File: src/rtl/svmon_pkg.sv
package svmon_pkg;

   typedef enum logic [1:0] {
      MODE_OFF   = 2'd0,
      MODE_RESET = 2'd1,
      MODE_FLAG  = 2'd2,
      MODE_RSVD  = 2'd3
   } mon_mode_e;

   // word addresses on the register bus
   localparam int unsigned ADR_CTRL = 0;
   localparam int unsigned ADR_ISET = 1;
   localparam int unsigned ADR_ICLR = 2;
   localparam int unsigned ADR_MASK = 3;
   localparam int unsigned ADR_STAT = 4;
   localparam int unsigned ADR_SCLR = 5;

   localparam int unsigned TRIM_LSB = 8;

   function automatic logic mode_active(input mon_mode_e m);
      return (m == MODE_RESET) || (m == MODE_FLAG);
   endfunction

endpackage

File: src/rtl/svmon_sync.sv
module svmon_sync #(
   parameter int unsigned STAGES = 2
) (
   input  logic clk,
   input  logic rst_n,
   input  logic din,
   output logic low_lvl,
   output logic low_evt
);

   generate
      if (STAGES < 2) begin : g_bad_stages
         $error("svmon_sync: STAGES must be at least 2");
      end
   endgenerate

   logic [STAGES-1:0] chain;
   logic              lvl_prev;

   generate
      for (genvar g = 0; g < STAGES; g++) begin : g_stage
         if (g == 0) begin : g_first
            always_ff @(posedge clk or negedge rst_n) begin
               if (!rst_n) chain[0] <= 1'b0;
               else        chain[0] <= din;
            end
         end else begin : g_next
            always_ff @(posedge clk or negedge rst_n) begin
               if (!rst_n) chain[g] <= 1'b0;
               else        chain[g] <= chain[g-1];
            end
         end
      end
   endgenerate

   always_ff @(posedge clk or negedge rst_n) begin
      if (!rst_n) lvl_prev <= 1'b0;
      else        lvl_prev <= chain[STAGES-1];
   end

   assign low_lvl = chain[STAGES-1];
   assign low_evt = chain[STAGES-1] & ~lvl_prev;


   evt_single_chk: assert property (@(posedge clk) disable iff (!rst_n)
      low_evt |=> !low_evt);

endmodule

File: src/rtl/svmon_cal.sv
module svmon_cal #(
   parameter int unsigned CAL_LAT = 8
) (
   input  logic clk,
   input  logic rst_n,
   output logic cal_start,
   output logic cal_done
);

   localparam int unsigned CNT_W = (CAL_LAT < 2) ? 1 : $clog2(CAL_LAT);
   localparam logic [CNT_W-1:0] CNT_LAST = CNT_W'(CAL_LAT - 1);

   generate
      if (CAL_LAT < 1) begin : g_bad_lat
         $error("svmon_cal: CAL_LAT must be at least 1");
      end
   endgenerate

   logic             pend_q;
   logic             start_q;
   logic             busy_q;
   logic             done_q;
   logic [CNT_W-1:0] cnt_q;

   always_ff @(posedge clk or negedge rst_n) begin
      if (!rst_n) begin
         pend_q  <= 1'b1;
         start_q <= 1'b0;
      end else begin
         start_q <= pend_q;
         pend_q  <= 1'b0;
      end
   end

   always_ff @(posedge clk or negedge rst_n) begin
      if (!rst_n) begin
         busy_q <= 1'b0;
         done_q <= 1'b0;
         cnt_q  <= '0;
      end else if (start_q) begin
         busy_q <= 1'b1;
         cnt_q  <= '0;
      end else if (busy_q) begin
         if (cnt_q == CNT_LAST) begin
            busy_q <= 1'b0;
            done_q <= 1'b1;
         end else begin
            cnt_q <= cnt_q + 1'b1;
         end
      end
   end

   assign cal_start = start_q;
   assign cal_done  = done_q;


   start_once_chk: assert property (@(posedge clk) disable iff (!rst_n)
      cal_start |=> !cal_start);

   done_hold_chk: assert property (@(posedge clk) disable iff (!rst_n)
      cal_done |=> cal_done);

   done_quiet_chk: assert property (@(posedge clk) disable iff (!rst_n)
      cal_start |-> !cal_done);

endmodule

File: src/rtl/svmon_regs.sv
module svmon_regs
   import svmon_pkg::*;
#(
   parameter int unsigned ADDR_W  = 3,
   parameter int unsigned DATA_W  = 32,
   parameter int unsigned CAL_W   = 8,
   parameter bit          IRQ_REG = 1'b0
) (
   input  logic              clk,
   input  logic              rst_n,
   input  logic              bus_sel,
   input  logic              bus_wr,
   input  logic [ADDR_W-1:0] bus_addr,
   input  logic [DATA_W-1:0] bus_wdata,
   output logic [DATA_W-1:0] bus_rdata,
   input  logic              low_evt,
   input  logic              cal_load,
   input  logic              cal_done,
   input  logic [CAL_W-1:0]  cal_default,
   output logic              por_req,
   output logic              irq
);

   localparam int unsigned DONE_BIT = DATA_W - 1;

   generate
      if (ADDR_W < 3) begin : g_bad_addr
         $error("svmon_regs: ADDR_W must cover six registers");
      end
      if (TRIM_LSB + CAL_W > DATA_W - 1) begin : g_bad_trim
         $error("svmon_regs: trim field overlaps the done flag");
      end
   endgenerate

   mon_mode_e        mode_q;
   logic [CAL_W-1:0] trim_q;
   logic             mask_q;
   logic             stat_q;
   logic             por_q;
   logic             wr_ok;
   logic             hit_ctrl, hit_iset, hit_iclr, hit_sclr;

   assign wr_ok    = bus_sel & bus_wr & cal_done;
   assign hit_ctrl = wr_ok && (bus_addr == ADDR_W'(ADR_CTRL));
   assign hit_iset = wr_ok && (bus_addr == ADDR_W'(ADR_ISET)) && bus_wdata[0];
   assign hit_iclr = wr_ok && (bus_addr == ADDR_W'(ADR_ICLR)) && bus_wdata[0];
   assign hit_sclr = wr_ok && (bus_addr == ADDR_W'(ADR_SCLR)) && bus_wdata[0];

   always_ff @(posedge clk or negedge rst_n) begin
      if (!rst_n) begin
         mode_q <= MODE_OFF;
         trim_q <= '0;
      end else if (cal_load) begin
         trim_q <= cal_default;
      end else if (hit_ctrl) begin
         mode_q <= mon_mode_e'(bus_wdata[1:0]);
         trim_q <= bus_wdata[TRIM_LSB +: CAL_W];
      end
   end

   always_ff @(posedge clk or negedge rst_n) begin
      if (!rst_n)        mask_q <= 1'b0;
      else if (hit_iset) mask_q <= 1'b1;
      else if (hit_iclr) mask_q <= 1'b0;
   end

   always_ff @(posedge clk or negedge rst_n) begin
      if (!rst_n)                            stat_q <= 1'b0;
      else if (low_evt && mode_active(mode_q)) stat_q <= 1'b1;
      else if (hit_sclr)                     stat_q <= 1'b0;
   end

   always_ff @(posedge clk or negedge rst_n) begin
      if (!rst_n) por_q <= 1'b0;
      else        por_q <= low_evt && (mode_q == MODE_RESET);
   end

   assign por_req = por_q;

   generate
      if (IRQ_REG) begin : g_irq_reg
         logic irq_q;
         always_ff @(posedge clk or negedge rst_n) begin
            if (!rst_n) irq_q <= 1'b0;
            else        irq_q <= stat_q & mask_q;
         end
         assign irq = irq_q;
      end else begin : g_irq_comb
         assign irq = stat_q & mask_q;

         irq_src_chk: assert property (@(posedge clk) disable iff (!rst_n)
            irq |-> (mask_q && stat_q));
      end
   endgenerate

   always_comb begin
      bus_rdata = '0;
      if (bus_sel && !bus_wr) begin
         case (bus_addr)
            ADDR_W'(ADR_CTRL): begin
               bus_rdata[1:0]                = mode_q;
               bus_rdata[TRIM_LSB +: CAL_W]  = trim_q;
               bus_rdata[DONE_BIT]           = cal_done;
            end
            ADDR_W'(ADR_MASK): bus_rdata[0] = mask_q;
            ADDR_W'(ADR_STAT): bus_rdata[0] = stat_q;
            default:           bus_rdata    = '0;
         endcase
      end
   end


   por_pulse_chk: assert property (@(posedge clk) disable iff (!rst_n)
      por_req |=> !por_req);

   por_mode_chk: assert property (@(posedge clk) disable iff (!rst_n)
      por_req |-> ($past(mode_q) == MODE_RESET));

   off_hold_chk: assert property (@(posedge clk) disable iff (!rst_n)
      (!mode_active(mode_q) && !stat_q) |=> !stat_q);

   locked_chk: assert property (@(posedge clk) disable iff (!rst_n)
      (!cal_done && !mask_q) |=> ($stable(mode_q) && !mask_q));

   mask_set_chk: assert property (@(posedge clk) disable iff (!rst_n)
      hit_iset |=> mask_q);

endmodule

File: src/rtl/svmon_ctrl.sv
module svmon_ctrl
   import svmon_pkg::*;
#(
   parameter int unsigned ADDR_W      = 3,
   parameter int unsigned DATA_W      = 32,
   parameter int unsigned CAL_W       = 8,
   parameter int unsigned CAL_LAT     = 8,
   parameter int unsigned SYNC_STAGES = 2,
   parameter bit          IRQ_REG     = 1'b0
) (
   input  logic              clk,
   input  logic              rst_n,
   input  logic              bus_sel,
   input  logic              bus_wr,
   input  logic [ADDR_W-1:0] bus_addr,
   input  logic [DATA_W-1:0] bus_wdata,
   output logic [DATA_W-1:0] bus_rdata,
   input  logic              cmp_low,
   input  logic [CAL_W-1:0]  cal_default,
   output logic              cal_start,
   output logic              cal_done,
   output logic              por_req,
   output logic              irq
);

   logic low_lvl;
   logic low_evt;

   svmon_sync #(.STAGES(SYNC_STAGES)) u_sync (
      .clk     (clk),
      .rst_n   (rst_n),
      .din     (cmp_low),
      .low_lvl (low_lvl),
      .low_evt (low_evt)
   );

   svmon_cal #(.CAL_LAT(CAL_LAT)) u_cal (
      .clk       (clk),
      .rst_n     (rst_n),
      .cal_start (cal_start),
      .cal_done  (cal_done)
   );

   svmon_regs #(
      .ADDR_W  (ADDR_W),
      .DATA_W  (DATA_W),
      .CAL_W   (CAL_W),
      .IRQ_REG (IRQ_REG)
   ) u_regs (
      .clk         (clk),
      .rst_n       (rst_n),
      .bus_sel     (bus_sel),
      .bus_wr      (bus_wr),
      .bus_addr    (bus_addr),
      .bus_wdata   (bus_wdata),
      .bus_rdata   (bus_rdata),
      .low_evt     (low_evt),
      .cal_load    (cal_start),
      .cal_done    (cal_done),
      .cal_default (cal_default),
      .por_req     (por_req),
      .irq         (irq)
   );


   evt_level_chk: assert property (@(posedge clk) disable iff (!rst_n)
      low_evt |-> low_lvl);

endmodule

File: config.mk
export PLATFORM = sky130hd
export DESIGN_NAME = svmon_ctrl
export DESIGN_NICKNAME = d
export VERILOG_FILES = /design/src/rtl/svmon_pkg.sv /design/src/rtl/svmon_sync.sv /design/src/rtl/svmon_cal.sv /design/src/rtl/svmon_regs.sv /design/src/rtl/svmon_ctrl.sv
export SDC_FILE = /design/constraint.sdc
export NUM_CORES = 1
export LEC_CHECK = 0
export BUFFER_PORTS_ARGS = -buffer_cell sky130_fd_sc_hd__buf_4
export CORE_UTILIZATION = 45
export DETAILED_ROUTE_END_ITERATION = 16
export PLACE_DENSITY = 0.9
export SYNTH_ARGS = -nofsm -noshare
export SYNTH_HDL_FRONTEND = slang
export SYNTH_SLANG_ARGS = --single-unit
File: constraint.sdc
create_clock -name clk -period 2.9 [get_ports clk]
set_clock_uncertainty 0.05 [all_clocks]
set_input_delay 0.29 -clock clk [delete_from_list [all_inputs] [get_ports clk]]
set_output_delay 0.29 -clock clk [all_outputs]
set_load 0.05 [all_outputs]
==> metrics <==
status=complete, no violations; nets=216; asr flop ratio synth=100%; setup TNS=0 ns; Post-route DRC=0; Sink Count=23; Crit path arrival time=1.49 ns; VDD IR-drop max=0.000274 V; row count=19; CP peak stage delay=0.40 ns; Starting Density=47.1%; Tmin final=1.83 ns; final setup vio count=0; Net Sw Frac=33.9%; number of port buffers=40; CTS tree=done; Hold Crit Class=in -> reg; initial antenna violation count=0; P_int=0.451 mW; grt ovf=0; largest net degree at the start of global routing=24; Syn. warnings=0; Setup WS pre-CTS=1.12 ns; area of the core=0.00273 sq mm; drt initial violations=20; power share of the clock group=21.2%; Flop pwr share=52.8%; worst skew pair latency=0.30 ns; per-cell routed wire length=13.3 microns; Setup crit end kind=output port; CP startpoint kind=register; clk buf depth=2; R2R Path Start=u_cal.cnt_q[0]; GRT Util Overall=17.8%; final worst-path cycle share=63.0%; critical path required time=2.56 ns; Routability Congestion=0.773; Power Density=437 mW/mm^2; Slew @ Worst Pin=0.549 ns; sequential area share after synthesis=44.8%; Detail Route Antenna Nets=0; relative slew slack=63.2%; Seq cells post-synth=23; die area=0.00308 sq mm; Final WS setup=1.07 ns; most frequent cells in the layout=40 x buf_4, 22 x conb_1, 22 x dfrtp_1; Synth Flop Type=dfrtp_1; post-synthesis cell type count=35; Final Hold Vio Count=0; leak pwr=0.784 nW; RSZ-0062 raised after global routing=false; post-layout total power=0.682 mW; Area Growth Syn to Fin=21.3%; ANT cells=0; MaxCap Viol Count=0; final instance area=0.00156 sq mm; Pins Over Slew Limit=0; number of flops mapped to enable cells by yosys=0; slowest cell on the critical path=dfrtp_1; Crit Reg-Reg Endpoint=u_cal.cnt_q[1]; clock buffer count from CTS=3; r2r setup slk=1.44 ns; via count=1015; vias per cell=5.21; CP cell instances=mux2i_1 > or3_1 > a21oi_1 > buf_4; syn avg cell area=10.5 sq um; Post-Syn Area=0.00129 sq mm; Post-Route Utilization=57.1%; global-route wire length before repair=4360 microns; final wirelength=2600 microns; most common cell after layout, fill and taps aside=buf_4; Die Wd=55.5 microns; maximum fanout along the worst path=3; root buf cell=clkbuf_4; H-tree depth=1; die height=55.5 microns; WS Path Type=reg -> out; R2R depth=5; clk slew on worst S/H paths=0.12 ns; Net Sw Power=0.231 mW; fmax=548 MHz; fillers=239; Boundary Pins=84; post-placement cell area=0.00153 sq mm; Post-Synthesis Cells=123; Pre-Repair DR Iteration Count=4; post-DP HPWL=2000 microns; Worst Setup EP=bus_rdata[0]; logic gate share of total power=26.0%; share of layout cells above drive strength 1=30.5%; vias in the first global route=1001; Setup crit start=u_regs.stat_q
[synth_stat cells, types with 2 or more instances]
cell type  number  area, sq um
and2_1         10         62.6
nor3_1          2         10.0
nor2_1          5         18.8
ha_1            3         37.5
mux2i_1         3         30.0
nand2b_1        3         18.8
a2bb2oi_1       7         61.3
clkbuf_1        3         11.3
buf_4          21          158
a31oi_1         8         50.1
mux2_1          2         22.5
o21ai_1         9         45.0
dfrtp_1        22          551
nand2_1         2         7.51
inv_1           3         11.3
[power groups by stage]
stage / logic, mW / registers (mW) / clock network (mW)
floorplan: 0.137 / 0.371 / 0
global placement: 0.172 / 0.364 / 0
detailed placement: 0.177 / 0.366 / 0
CTS: 0.178 / 0.360 / 0.148
global route: 0.190 / 0.363 / 0.161
finish: 0.178 / 0.360 / 0.145
[per-stage QoR]
stage	instances	hold WS, ns
after floorplan	144	-0.0556
after global placement	190	0.143
after detailed placement	190	0.146
after CTS	195	0.0276
after global routing	195	0.0195
final	195	0.0331
[kinds of logic after synthesis]
group / count (synthesis) / synth area share (%)
simple gates: 32 / 16.9
compound gates: 29 / 15.2
buf+inv: 29 / 15.2
flops: 23 / 44.8
mux: 5 / 4.08
fa+ha+maj: 3 / 2.92
other cells: 1 / 0.291
xor+xnor: 1 / 0.680
[layout make-up]
type / instances / area (sq um) / share of cell area (%)
well taps: 31 / 38.8 / 2.48
repair buffers: 41 / 310 / 19.9
inverters: 4 / 15.0 / 0.962
flip-flops and latches: 23 / 577 / 36.9
multi-input cells: 92 / 594 / 38.1
clock buffers: 4 / 26.3 / 1.68
[worst min-delay path by stage]
stage,startpoint,to,slack [ns],cells past startpoint
floorplan,rst_n,u_cal.busy_q,-0.06,0
global placement,rst_n,u_regs.por_req,0.14,1
detailed placement,rst_n,u_regs.mask_q,0.15,1
CTS,cmp_low,u_sync.chain[0],0.03,1
global route,cmp_low,u_sync.chain[0],0.02,1
finish,cmp_low,u_sync.chain[0],0.03,1
[registers in the layout, summed over array words and instances, names as in the netlist]
name and flops:
u_cal.pend_q 1, u_cal.busy_q 1, u_regs.mask_q 1, u_sync.chain 1, u_cal.cal_done 1, u_regs.por_req 1, u_sync.lvl_prev 1, u_sync.low_lvl 1
u_cal.cal_start 1, u_regs.trim_q 8, u_regs.mode_q 2, u_cal.cnt_q 3, u_regs.stat_q 1
[worst max-delay path: cells and delay by family (launching register included)]
kind	cells	cell delay, ns
buf+inv	1	0.23
compound gates	1	0.17
flops	1	0.40
simple gates	1	0.30
mux	1	0.08
[metal layers]
layer	vias up	global-route usage (%)	part of all wire, %	wire length [microns]
li1	475	-	-	-
met5	-	0	0	0
met3	4	3.28	7.1	185
met2	51	31.2	52	1340
met4	0	4.29	1.0	26
met1	485	22.9	40	1050
[repair_timing]
item | 4_1_cts | 5_1_grt
hold buffers | 1 | 0
endpoints found under the hold margin | 22 | 0
gates resized for setup | 0 | 0
setup buffers | 0 | 0
Power figures use the tool's default switching activity.
